`config.mk`:
```
export PLATFORM = sky130hd
export DESIGN_NAME = cic_interp
export DESIGN_NICKNAME = d
export VERILOG_FILES = /design/src/rtl/cic_pkg.sv /design/src/rtl/cic_phase.sv /design/src/rtl/cic_comb.sv /design/src/rtl/cic_integ.sv /design/src/rtl/cic_interp.sv
export SDC_FILE = /design/constraint.sdc
export NUM_CORES = 1
export LEC_CHECK = 0
export ABC_AREA = 1
export ABC_CLOCK_PERIOD_IN_PS = 15500
export BUFFER_PORTS_ARGS = -buffer_cell sky130_fd_sc_hd__buf_2
export CAP_MARGIN = 20
export CORE_ASPECT_RATIO = 0.6
export CORE_MARGIN = 2
export CORE_UTILIZATION = 35
export CTS_CLUSTER_DIAMETER = 30
export DETAILED_ROUTE_END_ITERATION = 8
export PLACE_DENSITY_LB_ADDON = 0.12
export SYNTH_ARGS = -nofsm -noshare
export SYNTH_HDL_FRONTEND = slang
export SYNTH_SLANG_ARGS = --single-unit
```
`constraint.sdc`:
```
create_clock -name clk -period 15.5 [get_ports clk]
set_input_delay 1.55 -clock clk [delete_from_list [all_inputs] [get_ports clk]]
set_output_delay 1.55 -clock clk [all_outputs]
set_load 0.005 [all_outputs]
```
`src/rtl/cic_pkg.sv`:
```
`timescale 1ns/1ps
package cic_pkg;

  // bits of growth per stage for a rate/delay pair
  function automatic int unsigned cic_growth(input int unsigned rate, input int unsigned ddly);
    return $clog2(rate * ddly);
  endfunction

  // full-precision datapath width
  function automatic int unsigned cic_acc_width(input int unsigned din_w, input int unsigned stages,
                                                input int unsigned rate, input int unsigned ddly);
    return din_w + stages * cic_growth(rate, ddly);
  endfunction

endpackage

```
`src/rtl/cic_phase.sv`:
```
`timescale 1ns/1ps
module cic_phase #(
  parameter int unsigned RATE = 16
) (
  input  logic clk,
  input  logic rst,
  input  logic adv,
  output logic at_zero
);
  localparam int unsigned PH_W = (RATE > 1) ? $clog2(RATE) : 1;
  localparam logic [PH_W-1:0] LAST = PH_W'(RATE - 1);

  logic [PH_W-1:0] cnt;

  always_ff @(posedge clk) begin
    if (rst)
      cnt <= '0;
    else if (adv)
      cnt <= (cnt == LAST) ? '0 : cnt + 1'b1;
  end

  assign at_zero = (cnt == '0);
endmodule

```
`src/rtl/cic_comb.sv`:
```
`timescale 1ns/1ps
module cic_comb #(
  parameter int unsigned W    = 28,
  parameter int unsigned DDLY = 1
) (
  input  logic                clk,
  input  logic                rst,
  input  logic                en,
  input  logic signed [W-1:0] x,
  output logic signed [W-1:0] y
);
  // delay line at the slow rate
  logic signed [W-1:0] dly [DDLY];

  always_ff @(posedge clk) begin
    if (rst) begin
      for (int i = 0; i < DDLY; i++) dly[i] <= '0;
    end else if (en) begin
      dly[0] <= x;
      for (int i = 1; i < DDLY; i++) dly[i] <= dly[i-1];
    end
  end

  assign y = x - dly[DDLY-1];
endmodule

```
`src/rtl/cic_integ.sv`:
```
`timescale 1ns/1ps
module cic_integ #(
  parameter int unsigned W = 28
) (
  input  logic                clk,
  input  logic                rst,
  input  logic                en,
  input  logic signed [W-1:0] x,
  output logic signed [W-1:0] acc
);
  always_ff @(posedge clk) begin
    if (rst)
      acc <= '0;
    else if (en)
      acc <= acc + x;   // wraps in two's complement
  end
endmodule

```
`src/rtl/cic_interp.sv`:
```
`timescale 1ns/1ps
module cic_interp
  import cic_pkg::*;
#(
  parameter int unsigned DIN_W  = 16,
  parameter int unsigned RATE   = 16,
  parameter int unsigned DDLY   = 1,
  parameter int unsigned STAGES = 3,
  localparam int unsigned ACC_W = cic_acc_width(DIN_W, STAGES, RATE, DDLY)
) (
  input  logic                    clk,
  input  logic                    rst,
  input  logic                    step,
  input  logic                    in_valid,
  input  logic signed [DIN_W-1:0] din,
  output logic                    din_ready,
  output logic signed [ACC_W-1:0] dout,
  output logic                    dout_valid
);
  logic phase0;
  logic take;

  cic_phase #(.RATE(RATE)) u_phase (
    .clk    (clk),
    .rst    (rst),
    .adv    (step),
    .at_zero(phase0)
  );

  assign din_ready = phase0;
  assign take      = step & phase0;

  // comb section, slow rate
  logic signed [ACC_W-1:0] comb_v [STAGES+1];
  assign comb_v[0] = in_valid ? ACC_W'(din) : '0;

  for (genvar g = 0; g < STAGES; g++) begin : g_comb
    cic_comb #(.W(ACC_W), .DDLY(DDLY)) u_comb (
      .clk(clk),
      .rst(rst),
      .en (take),
      .x  (comb_v[g]),
      .y  (comb_v[g+1])
    );
  end

  // zero-stuffer then integrator section, fast rate
  logic signed [ACC_W-1:0] integ_v [STAGES+1];
  assign integ_v[0] = phase0 ? comb_v[STAGES] : '0;

  for (genvar g = 0; g < STAGES; g++) begin : g_integ
    cic_integ #(.W(ACC_W)) u_integ (
      .clk(clk),
      .rst(rst),
      .en (step),
      .x  (integ_v[g]),
      .acc(integ_v[g+1])
    );
  end

  assign dout = integ_v[STAGES];

  always_ff @(posedge clk) begin
    if (rst)
      dout_valid <= 1'b0;
    else
      dout_valid <= step;
  end
endmodule

```
==> results of run 1 <==
==> synth_stat cells, types with 3 or more instances <==
cell type                  number
sky130_fd_sc_hd__inv_1        334
sky130_fd_sc_hd__nand2_1      309
sky130_fd_sc_hd__nor2_1       287
sky130_fd_sc_hd__a21oi_1      195
sky130_fd_sc_hd__ha_1         153
sky130_fd_sc_hd__o21ai_0      138
sky130_fd_sc_hd__dfxtp_1       89
sky130_fd_sc_hd__edfxtp_1      72
sky130_fd_sc_hd__xor2_1        68
sky130_fd_sc_hd__nand3_1       58
sky130_fd_sc_hd__clkbuf_1      38
sky130_fd_sc_hd__o211ai_1      26
sky130_fd_sc_hd__xnor2_1       23
sky130_fd_sc_hd__a21o_1        19
sky130_fd_sc_hd__o21ai_1       18
sky130_fd_sc_hd__nor3_1        16
sky130_fd_sc_hd__o21bai_1      15
sky130_fd_sc_hd__nand4_1       13
sky130_fd_sc_hd__a31oi_1       10
sky130_fd_sc_hd__o221ai_1       9
sky130_fd_sc_hd__nor2_2         7
sky130_fd_sc_hd__a31o_2         6
sky130_fd_sc_hd__fa_1           6
sky130_fd_sc_hd__nand2_2        5
sky130_fd_sc_hd__nor4_1         5
sky130_fd_sc_hd__or2_1          5
sky130_fd_sc_hd__or2_2          5
sky130_fd_sc_hd__a211oi_1       4
sky130_fd_sc_hd__buf_1          4
sky130_fd_sc_hd__nand3_2        4
sky130_fd_sc_hd__nor3_2         4
sky130_fd_sc_hd__o21a_1         4
sky130_fd_sc_hd__o31ai_1        4
sky130_fd_sc_hd__inv_2          3
==> cells in the final DEF, fill, tap and decap left out, types with 5 or more instances in the layout <==
| master | netlist | layout |
|---|---|---|
| sky130_fd_sc_hd__a21o_1 | 19 | 19 |
| sky130_fd_sc_hd__a21oi_1 | 195 | 195 |
| sky130_fd_sc_hd__a31o_2 | 6 | 6 |
| sky130_fd_sc_hd__a31oi_1 | 10 | 10 |
| sky130_fd_sc_hd__buf_2 | 0 | 48 |
| sky130_fd_sc_hd__buf_4 | 0 | 8 |
| sky130_fd_sc_hd__clkbuf_16 | 0 | 17 |
| sky130_fd_sc_hd__dfxtp_1 | 89 | 89 |
| sky130_fd_sc_hd__edfxtp_1 | 72 | 72 |
| sky130_fd_sc_hd__fa_1 | 6 | 6 |
| sky130_fd_sc_hd__ha_1 | 153 | 153 |
| sky130_fd_sc_hd__inv_1 | 334 | 334 |
| sky130_fd_sc_hd__nand2_1 | 309 | 308 |
| sky130_fd_sc_hd__nand2_2 | 5 | 6 |
| sky130_fd_sc_hd__nand3_1 | 58 | 58 |
| sky130_fd_sc_hd__nand4_1 | 13 | 13 |
| sky130_fd_sc_hd__nor2_1 | 287 | 287 |
| sky130_fd_sc_hd__nor2_2 | 7 | 7 |
| sky130_fd_sc_hd__nor3_1 | 16 | 16 |
| sky130_fd_sc_hd__nor4_1 | 5 | 5 |
| sky130_fd_sc_hd__o211ai_1 | 26 | 26 |
| sky130_fd_sc_hd__o21ai_0 | 138 | 137 |
| sky130_fd_sc_hd__o21ai_1 | 18 | 18 |
| sky130_fd_sc_hd__o21bai_1 | 15 | 15 |
| sky130_fd_sc_hd__o221ai_1 | 9 | 9 |
| sky130_fd_sc_hd__or2_1 | 5 | 5 |
| sky130_fd_sc_hd__or2_2 | 5 | 5 |
| sky130_fd_sc_hd__xnor2_1 | 23 | 23 |
| sky130_fd_sc_hd__xor2_1 | 68 | 68 |
==> per-layer routing <==
metal  vias up  share of wire  GRT usage
met5         -              0          0
met4         0         0.0044     0.0294
met3        11          0.062     0.0383
met2       265           0.35      0.243
met1      5693           0.58      0.299
li1       6577              -          -
==> worst max-delay path: cells and delay by family <==
| kind | cells | cell delay (ns) |
|---|---|---|
| buffers and inverters | 6 | 0.56 |
| and+or+nand+nor | 28 | 3.05 |
| AOI/OAI and AO/OA | 9 | 1.95 |
| adders and majority gates | 5 | 1.71 |
==> power by group through the flow <==
stage          registers, mW  clock network (mW)  logic, mW
3_3_place_gp           0.597                   0       1.90
5_1_grt                0.597               0.489       2.21
3_5_place_dp           0.598                   0       1.91
4_1_cts                0.588               0.471       1.92
6_report               0.586               0.457       1.95
2_1_floorplan          0.580                   0       1.47
==> flip-flops by register name, indices dropped and copies added (netlist names) <==
name / count
u_phase.cnt: 4
dout_valid: 1
g_integ.u_integ.acc: 84
g_comb.u_comb.dly: 72
==> per-stage QoR <==
stage	hold WS (ns)	setup slack [ns]	std cells	power, mW	util
5_1_grt	0.479	6.28	2542	3.30	0.390
4_1_cts	0.463	7.04	2541	2.98	0.390
3_3_place_gp	0.445	6.95	2509	2.50	0.375
6_report	0.459	7.00	2542	2.99	0.390
2_1_floorplan	0.446	7.56	1975	2.05	-
3_5_place_dp	0.450	6.61	2509	2.51	0.375
==> cells by family (layout without fill, tap and decap cells) <==
group	after synthesis	in the layout	synth area share
buffers and inverters	381	426	0.104
AO/OA/AOI/OAI	459	459	0.189
adder cells (fa/ha/maj)	159	159	0.147
AND/OR/NAND/NOR	724	724	0.216
XOR/XNOR	91	91	0.0577
flip-flops	161	161	0.286
==> how the worst min path moves through the flow <==
stage               slack [ns]                          to  depth (start not counted)
detailed placement        0.45  g_integ[2].u_integ.acc[27]                          1
CTS                       0.46  g_integ[2].u_integ.acc[27]                          1
floorplan                 0.45  g_integ[2].u_integ.acc[27]                          1
global placement          0.45  g_integ[2].u_integ.acc[27]                          1
finish                    0.46  g_integ[2].u_integ.acc[27]                          1
global route              0.48  g_integ[2].u_integ.acc[27]                          1
==> final cells by class <==
class	instances	area share
inverter	338	0.0834
sequential	161	0.259
multi-input combinational	1433	0.555
timing repair buffer	56	0.0197
tap	522	0.0429
clock buffer	24	0.0312
clock inverter	8	0.00839
==> flow_metrics.py, run 1 <==
metrics = {
    "sta": {
        "remaining_max_slew_budget_at_the_tightest_pin": 0.317,
        "fin_skew_ns": 0.0125,
        "timing_hold_violations_final": 0,
        "rsz_0062_raised_after_global_routing": "no",
        "setup_viol": 0,
        "slew_at_the_pin_closest_to_its_max_slew_limit_ns": 1.02,
        "fmax_mhz": 118,
        "period_share": 0.548,
        "timing.setup.tns_ns": 0,
        "period_needed_ns": 8.50,
        "finalMaxSlewViolations": 0,
    },
    "setup_path": {
        "timing.critical_path.slowest_stage_cell": "sky130_fd_sc_hd__fa_1",
        "worstSetupStartpoint": "in_valid",
        "timing.critical_path.slowest_cell_delay_ns": 0.43,
        "reg2reg_to": "g_integ[0].u_integ.acc[27]",
        "crit_path_start_kind": "input port",
        "cp-end-kind": "register",
        "reg2reg_setup_slack_ns": 8.15,
        "reg2regPathDepth": 46,
        "timing.critical_path.to": "g_integ[0].u_integ.acc[27]",
        "critPathMaxFanout": 16,
        "critical_path.reg2reg.startpoint": "g_comb[0].u_comb.dly[0][0]",
        "required_time_at_the_endpoint_of_the_critical_path_ns": 15.85,
        "critical_path.most_common_cell": "sky130_fd_sc_hd__nand2_1",
        "crit_arrival_ns": 8.85,
        "critPathKind": "in -> reg",
    },
    "grt": {
        "grt_first_pass_wirelength_um": 60200,
        "globalRouteTotalUtil": 0.184,
        "grt_overflow_total": 0,
        "grt_pass1_vias": 11488,
        "antenna_found_initial": 0,
        "grt_max_degree": 93,
    },
    "layout": {
        "multi_input_area_um2": 8440,
        "num_antenna_cells": 0,
        "final_area_um2": 15200,
        "layout.nets": 2186,
        "layout.area.seq_um2": 3940,
        "filler_cell_count": 4204,
        "layout-area-overhead-vs-synth_pct": 10.1,
        "drive_gt1_frac": 0.0639,
    },
    "power": {
        "power.sequential.fraction": 0.196,
        "power_report.internal_total_mw": 1.48,
        "total_switching_power_mw": 1.51,
        "pwr-share-clk": 0.153,
        "vdd_drop_max_uv": 89.2,
        "sw_frac_of_total": 0.504,
        "power_density_nw_per_um2": 197,
        "leakage_power_figure_nw": 7.77,
        "pwr-share-comb": 0.651,
    },
    "clock_tree": {
        "cts.sinks": 161,
        "cts.path.max_buffers": 2,
        "cts.htree.levels": 4,
        "cts-root-buf": "sky130_fd_sc_hd__clkbuf_16",
        "cts_tree": "done",
        "worstSkewPairLatency_ns": 0.45,
        "clk_pin_slew_worst_paths_ns": 0.07,
        "cts-buffers-inserted": 17,
        "hold_buffers": 0,
        "cts_setup_buffers": 0,
        "post_cts.resized_instances": 0,
    },
    "die": {
        "core.rowCount": 56,
        "floorplan.die_area_um2": 41100,
        "core_area_um2": 39000,
        "start_util": 0.355,
        "die_h_um": 158,
        "io_pins": 50,
        "die_x_um": 260,
    },
    "drt": {
        "drc": 0,
        "drt_iter0_drc": 980,
        "detailedRoute.firstPassIterationCount": 7,
        "vias": 12546,
        "wl_um": 36600,
        "avgViaCountPerCell": 4.94,
        "drtAntennaViolNets": 0,
        "detail_route.wl_per_cell_um": 14.4,
    },
    "synthesis": {
        "synth_enable_flop_cells": 72,
        "synth-async-reset-ratio": 0,
        "yosysTopAreaCellShare": 0.157,
        "synth_top_flop_cell": "sky130_fd_sc_hd__dfxtp_1",
        "synth.avg_cell_area_um2": 6.99,
        "synth.net_count": 2154,
        "synth-seq-area-share": 0.286,
        "syn-instance-count": 1975,
        "synthTopCellsByArea": "sky130_fd_sc_hd__edfxtp_1, sky130_fd_sc_hd__ha_1, sky130_fd_sc_hd__dfxtp_1",
        "yosysWarningCount": 0,
        "netlist_area_um2": 13800,
        "yosys.area.top_type": "sky130_fd_sc_hd__edfxtp_1",
        "synth.ff_latch_count": 161,
        "synth_cell_type_count": 48,
    },
    "hold_path": {
        "worst_hold_path_type": "reg -> reg",
        "min_from": "g_integ[2].u_integ.acc[27]",
    },
    "placement": {
        "io_buffer_count": 49,
        "place_hpwl_um": 27800,
        "placed_cell_area_um2": 14600,
        "place_congestion": 0.921,
    },
    "run": {
        "drv.max_cap_violation_count": 0,
    },
    "status": {
        "run_status": "finished, final reports clean",
    },
}
Note: power is estimated with default switching activity, not from simulation.
==> run 2: changes to the inputs <==
ABC_AREA = 0   (was 1)
ABC_CLOCK_PERIOD_IN_PS = 6950   (was 15500)
clock period = 6.95 ns   (was 15.5 ns; I/O delays follow)
==> flow_metrics.py, run 2 <==
metrics = {
    "die": {
        "die_h_um": 154,
        "floorplan.die_area_um2": 39100,
        "start_util": 0.358,
        "io_pins": 50,
        "core.rowCount": 54,
        "die_x_um": 254,
        "core_area_um2": 36600,
    },
    "power": {
        "vdd_drop_max_uv": 334,
        "leakage_power_figure_nw": 8.09,
        "fin_total_pwr_mw": 7.74,
        "power_density_nw_per_um2": 458,
    },
    "synthesis": {
        "synth-seq-area-share": 0.301,
        "synth_top_flop_cell": "sky130_fd_sc_hd__dfxtp_1",
        "yosys.area.top_type": "sky130_fd_sc_hd__edfxtp_1",
        "synth.net_count": 1703,
        "netlist_area_um2": 13100,
        "synth.avg_cell_area_um2": 8.60,
        "synthTopCellsByArea": "sky130_fd_sc_hd__edfxtp_1, sky130_fd_sc_hd__ha_1, sky130_fd_sc_hd__dfxtp_1",
        "post_synth_most_frequent_cells": "sky130_fd_sc_hd__nor2_1, sky130_fd_sc_hd__ha_1, sky130_fd_sc_hd__a21oi_1, sky130_fd_sc_hd__inv_1, sky130_fd_sc_hd__dfxtp_1",
        "synth_enable_flop_cells": 72,
        "synth.ff_latch_count": 161,
        "syn-instance-count": 1524,
        "synth_cell_type_count": 69,
        "yosysWarningCount": 0,
        "synth-async-reset-ratio": 0,
        "yosysTopAreaCellShare": 0.165,
        "post-synth-top-count-cell": "sky130_fd_sc_hd__nor2_1",
    },
    "setup_path": {
        "timing.critical_path.buf_inv": 4,
        "critPathKind": "in -> reg",
        "critPathMaxFanout": 4,
        "timing.critical_path.slowest_stage_cell": "sky130_fd_sc_hd__o41ai_4",
        "crit_path_start_kind": "input port",
        "worst_path_dominant_cell_family": "compound AO/OA/AOI/OAI gates",
        "timing.critical_path.slowest_cell_delay_ns": 0.41,
        "cp-end-kind": "register",
        "crit_arrival_ns": 7.93,
        "required_time_at_the_endpoint_of_the_critical_path_ns": 7.29,
    },
    "clock_tree": {
        "cts-root-buf": "sky130_fd_sc_hd__clkbuf_16",
        "clk_pin_slew_worst_paths_ns": 0.07,
        "cts.sinks": 161,
        "cts.path.max_buffers": 2,
        "worstSkewPairLatency_ns": 0.46,
        "cts_tree": "done",
        "cts-buffers-inserted": 17,
        "hold_buffers": 0,
        "cts.htree.levels": 4,
    },
    "sta": {
        "remaining_max_slew_budget_at_the_tightest_pin": 0.297,
        "fin_skew_ns": 0.0147,
        "final.setup.worst_slack_ns": -0.643,
        "period_share": 1.09,
        "period_needed_ns": 7.59,
        "slew_at_the_pin_closest_to_its_max_slew_limit_ns": 1.05,
        "setup_viol": 8,
        "fmax_mhz": 132,
        "timing.setup.tns_ns": -1.72,
        "rsz_0062_raised_after_global_routing": "yes",
        "fin_hold_ws_ns": 0.481,
        "timing_hold_violations_final": 0,
        "finalMaxSlewViolations": 0,
    },
    "drt": {
        "drtAntennaViolNets": 0,
        "detailedRoute.firstPassIterationCount": 5,
        "wl_um": 32700,
        "drc": 0,
        "drt_iter0_drc": 633,
        "vias": 11480,
        "detail_route.wl_per_cell_um": 14.1,
        "avgViaCountPerCell": 4.95,
    },
    "placement": {
        "place_congestion": 0.850,
        "place_hpwl_um": 23600,
        "io_buffer_count": 49,
    },
    "layout": {
        "multi_input_area_um2": 9060,
        "regMostFlops": "g_integ.u_integ.acc",
        "largest_reg_flops": 84,
        "mostFrequentLayoutCells": "sky130_fd_sc_hd__buf_4, sky130_fd_sc_hd__nor2_1, sky130_fd_sc_hd__ha_1, sky130_fd_sc_hd__inv_1, sky130_fd_sc_hd__a21oi_1",
        "layout.nets": 1979,
        "layout.area.seq_um2": 3940,
        "layout-area-overhead-vs-synth_pct": 28.9,
        "layout.cells.most_common": "sky130_fd_sc_hd__buf_4",
        "drive_gt1_frac": 0.234,
        "filler_cell_count": 3681,
        "reg_top3": "g_integ.u_integ.acc: 84 flops, g_comb.u_comb.dly: 72 flops, u_phase.cnt: 4 flops",
        "num_antenna_cells": 0,
    },
    "grt": {
        "antenna_found_initial": 0,
        "grt_overflow_total": 0,
        "globalRouteTotalUtil": 0.168,
        "grt_pass1_vias": 10620,
        "grt_max_degree": 94,
        "grt_first_pass_wirelength_um": 53500,
    },
    "run": {
        "drv.max_cap_violation_count": 0,
    },
    "status": {
        "run_status": "finished, violations left",
        "violations": "setup timing",
    },
    "hold_path": {
        "worst_hold_path_type": "reg -> reg",
    },
}
==> run 2: tightest hold or removal path: cells and delay by family (launching register included) <==
family	cells	cell delay, ns
DFF	1	0.32
AOI/OAI and AO/OA	2	0.12
==> run 2: through the flow <==
step | instances | utilization | instance area (um^2) | setup slack [ns]
6_report | 2317 | 0.462 | 16900 | -0.643
5_1_grt | 2317 | 0.462 | 16900 | -1.07
2_1_floorplan | 1524 | - | 13200 | -0.787
3_3_place_gp | 2260 | 0.427 | 15600 | -1.17
3_5_place_dp | 2260 | 0.427 | 15600 | -1.27
4_1_cts | 2303 | 0.451 | 16500 | -0.564
==> run 2: layout make-up <==
type,count,share of cell area
inverters,121,0.0270
repair buffers,297,0.130
well taps,504,0.0373
multi-input cells,1202,0.536
clock inverters,6,0.00525
clock buffers,26,0.0310
flip-flops and latches,161,0.233
==> run 2: path summary, 6_finish.rpt <==
kind,slack [ns],start,end,depth (start not counted)
max,-0.64,in_valid,g_integ[0].u_integ.acc[27],42
min,0.48,g_integ[2].u_integ.acc[27],g_integ[2].u_integ.acc[27],2
max reg2reg,-0.59,g_comb[0].u_comb.dly[0][0],g_integ[0].u_integ.acc[27],42
min reg2reg,0.48,g_integ[2].u_integ.acc[27],g_integ[2].u_integ.acc[27],2
==> run 2: per-layer routing <==
layer,share of wire,wire length (um),track usage
met5,0,0,0
met3,0.020,654,0.0279
met4,0.0086,282,0.0367
met1,0.56,18400,0.264
met2,0.41,13300,0.234
==> run 2: power by group <==
group          total (mW)  internal [mW]  switching, mW
registers            1.26           1.16          0.107
logic                5.45           2.85           2.60
clock network        1.02          0.598          0.426
total                7.74           4.61           3.13
==> run 2: cell families (layout without fill, tap and decap cells) <==
| kind of cell | Yosys count | count (layout) | synth area share |
|---|---|---|---|
| buffers and inverters | 161 | 450 | 0.0461 |
| AOI/OAI and AO/OA | 419 | 419 | 0.211 |
| muxes | 51 | 51 | 0.0390 |
| adders and majority gates | 159 | 159 | 0.155 |
| DFF | 161 | 161 | 0.301 |
| xor gates and xnor gates | 112 | 112 | 0.0754 |
| and+or+nand+nor | 461 | 461 | 0.173 |
==> run 2: timing repair <==
action / in CTS / in global routing
setup buffers: 11 / 14
gates resized for setup: 44 / 59
setup endpoints to repair: 10 / 12
pin swaps: 27 / 73
==> run 3: changes to the inputs <==
CORE_ASPECT_RATIO = 0.75   (was 0.6)
CORE_UTILIZATION = 59   (was 35)
SYNTH_HIERARCHICAL = 1   (was default)
==> flow_metrics.py, run 3 <==
metrics = {
    "status": {
        "run_status": "finished, final reports clean",
    },
    "drt": {
        "wl_um": 39900,
        "total_met3_wirelength_after_detailed_routing_um": 2130,
        "highest_layer": "met4",
        "detailedRoute.firstPassIterationCount": 5,
        "avgViaCountPerCell": 5.81,
        "met2_length_um": 16600,
        "detail_route.wl_per_cell_um": 16.0,
        "drtAntennaViolNets": 0,
        "vias": 14469,
        "drc": 0,
        "met1_length_um": 20800,
        "drt_iter0_drc": 846,
    },
    "synthesis": {
        "synth.ff_latch_count": 173,
        "synth.net_count": 2084,
        "synth-async-reset-ratio": 0,
        "yosys.area.top_type": "sky130_fd_sc_hd__edfxtp_1",
        "yosysTopAreaCellShare": 0.158,
        "synthTopCellsByArea": "sky130_fd_sc_hd__edfxtp_1, sky130_fd_sc_hd__ha_1, sky130_fd_sc_hd__dfxtp_1",
        "synth_compound_area_frac": 0.228,
        "yosysWarningCount": 6,
        "syn-instance-count": 1894,
        "synth_fa_ha_area_frac": 0.136,
        "synth_enable_flop_cells": 84,
        "post_synth_most_frequent_cells": "sky130_fd_sc_hd__a21oi_1, sky130_fd_sc_hd__ha_1, sky130_fd_sc_hd__nor2_1, sky130_fd_sc_hd__inv_1, sky130_fd_sc_hd__and2_1",
        "synth.avg_cell_area_um2": 8.42,
        "synth_top_flop_cell": "sky130_fd_sc_hd__dfxtp_1",
        "synth-seq-area-share": 0.270,
        "synth_cell_type_count": 88,
        "share_of_the_synthesized_netlist_area_taken_by_xor_and_xnor_gates": 0.0730,
        "post-synth-top-count-cell": "sky130_fd_sc_hd__a21oi_1",
        "synth_area_in_simple_gates": 0.202,
        "combinational_family_with_the_most_area_after_synthesis": "compound AO/OA/AOI/OAI gates",
        "synth.area.mux_share": 0.0387,
        "netlist_area_um2": 15900,
    },
    "layout": {
        "multi_input_area_um2": 11300,
        "filler_cell_count": 2136,
        "layout.core_utilization": 0.715,
        "layout-area-overhead-vs-synth_pct": 20.3,
        "num_antenna_cells": 0,
        "layout.nets": 2317,
        "layout.area.seq_um2": 4300,
        "mostFrequentLayoutCells": "sky130_fd_sc_hd__buf_4, sky130_fd_sc_hd__ha_1, sky130_fd_sc_hd__nor2_1, sky130_fd_sc_hd__a21oi_1, sky130_fd_sc_hd__inv_1",
        "reg_top3": "g_comb.u_comb/dly: 84 flops, g_integ.u_integ/acc: 84 flops, u_phase/cnt: 4 flops",
        "layout.cells.most_common": "sky130_fd_sc_hd__buf_4",
        "drive_gt1_frac": 0.227,
    },
    "placement": {
        "io_buffer_count": 49,
        "place_congestion": 0.920,
        "place_hpwl_um": 30100,
        "dp_slack_ns": -0.420,
    },
    "power": {
        "power_density_nw_per_um2": 487,
        "vdd_drop_max_uv": 353,
        "leakage_power_figure_nw": 8.93,
    },
    "run": {
        "drv.max_cap_violation_count": 0,
    },
    "hold_path": {
        "timing.hold.worst_path_depth": 2,
        "min_from": "g_integ[2].u_integ/acc[22]",
        "hold-path-endpoint": "g_integ[2].u_integ/acc[22]",
        "worst_hold_path_type": "reg -> reg",
    },
    "die": {
        "io_pins": 50,
        "start_util": 0.595,
        "die_x_um": 194,
        "core_area_um2": 26800,
        "die_h_um": 146,
        "core.rowCount": 52,
        "floorplan.die_area_um2": 28400,
    },
    "setup_path": {
        "timing.critical_path.slowest_cell_delay_ns": 0.38,
        "crit_arrival_ns": 6.97,
        "required_time_at_the_endpoint_of_the_critical_path_ns": 7.33,
        "critPathMaxFanout": 5,
        "worstSetupStartpoint": "in_valid",
        "reg2reg_to": "g_integ[0].u_integ/acc[27]",
        "critical_path.most_common_cell": "sky130_fd_sc_hd__a21oi_1",
        "reg2regPathDepth": 32,
        "reg2reg_setup_slack_ns": 0.44,
        "critical_path.reg2reg.startpoint": "g_comb[0].u_comb/dly[0][1]",
        "cp-end-kind": "register",
        "timing.critical_path.slowest_stage_cell": "sky130_fd_sc_hd__ha_2",
        "critPathKind": "in -> reg",
        "crit_path_start_kind": "input port",
    },
    "clock_tree": {
        "cts-root-buf": "sky130_fd_sc_hd__clkbuf_16",
        "hold_buffers": 0,
        "cts.htree.levels": 4,
        "cts_tree": "done",
        "worstSkewPairLatency_ns": 0.45,
        "cts.path.max_buffers": 2,
        "clk_pin_slew_worst_paths_ns": 0.08,
        "cts.sinks": 173,
        "cts-buffers-inserted": 17,
    },
    "grt": {
        "grt_first_pass_wirelength_um": 66000,
        "grt_overflow_total": 0,
        "grt_max_degree": 80,
        "globalRouteTotalUtil": 0.277,
        "grt_pass1_vias": 13616,
        "antenna_found_initial": 0,
    },
    "sta": {
        "slew_at_the_pin_closest_to_its_max_slew_limit_ns": 1.05,
        "final.setup.worst_slack_ns": 0.362,
        "fin_skew_ns": 0.0205,
        "fmax_mhz": 152,
        "timing.setup.tns_ns": 0,
        "period_needed_ns": 6.59,
        "period_share": 0.948,
        "timing_hold_violations_final": 0,
        "remaining_max_slew_budget_at_the_tightest_pin": 0.303,
        "finalMaxSlewViolations": 0,
        "setup_viol": 0,
    },
}
-- run 3: cell count changes after synthesis, moves of 18 or more --
| cell | before | now |
|---|---|---|
| sky130_fd_sc_hd__a21oi_1 | 123 | 172 |
| sky130_fd_sc_hd__and2_1 | 69 | 123 |
| sky130_fd_sc_hd__and3_1 | 28 | 8 |
| sky130_fd_sc_hd__nand2_1 | 72 | 104 |
| sky130_fd_sc_hd__nand3_1 | 20 | 58 |
| sky130_fd_sc_hd__o21a_1 | 23 | 5 |
-- run 3: final cells by class --
cell class / instances / area share
multi-input combinational: 1512 / 0.590
clock inverter: 14 / 0.00639
timing repair buffer: 289 / 0.107
tap: 351 / 0.0229
clock buffer: 18 / 0.0229
inverter: 134 / 0.0262
sequential: 173 / 0.224
-- run 3: layer usage --
layer | GRT usage | vias to the layer above
li1 | - | 7301
met4 | 0.0470 | 0
met1 | 0.436 | 6783
met5 | 0 | -
met3 | 0.0349 | 29
met2 | 0.409 | 356
-- run 3: per-stage QoR --
step / power (mW) / hold WS (ns) / std cells / cell area (um^2)
after floorplan: 5.69 / 0.471 / 1894 / 15900
after global placement: 7.65 / 0.477 / 2451 / 18100
after detailed placement: 7.80 / 0.487 / 2451 / 18100
after CTS: 8.82 / 0.498 / 2483 / 18600
after global routing: 10.1 / 0.529 / 2491 / 19200
final: 9.33 / 0.499 / 2491 / 19200
-- run 3: where the power goes --
part	total (mW)	internal, mW	switching [mW]	leakage [nW]
Combinational	7.01	3.46	3.54	7.01
Sequential	1.37	1.25	0.115	1.64
Clock	0.959	0.484	0.475	0.286
Total	9.33	5.20	4.13	8.93
-- run 3: worst max-delay path: cells and delay by family --
family,cells,cell delay (ns)
buffers and inverters,4,0.43
AOI/OAI and AO/OA,15,2.70
adders and majority gates,5,1.41
and+or+nand+nor,8,1.22
xor gates and xnor gates,3,0.51
-- run 3: kinds of logic (layout without fill, tap and decap cells) --
logic type | after synthesis | after routing
fa+ha+maj | 170 | 170
simple gates | 614 | 614
xor+xnor | 133 | 133
compound gates | 534 | 534
flops | 173 | 173
buf+inv | 209 | 455
mux | 61 | 61
-- run 3: worst max-delay path by stage --
| stage | to | depth (start not counted) |
|---|---|---|
| 2_1_floorplan | g_integ[0].u_integ/acc[27] | 35 |
| 3_3_place_gp | g_integ[0].u_integ/acc[27] | 33 |
| 3_5_place_dp | g_integ[0].u_integ/acc[27] | 33 |
| 4_1_cts | g_integ[0].u_integ/acc[26] | 34 |
| 5_1_grt | g_integ[0].u_integ/acc[26] | 34 |
| 6_report | g_integ[0].u_integ/acc[27] | 35 |
-- run 3: repair_timing --
action	4_1_cts	5_1_grt
gates resized for setup	1	111
hold endpoints to repair	0	0
gates cloned	0	0
setup buffers	0	8
endpoints found under the setup margin	4	12
pin swaps	0	41
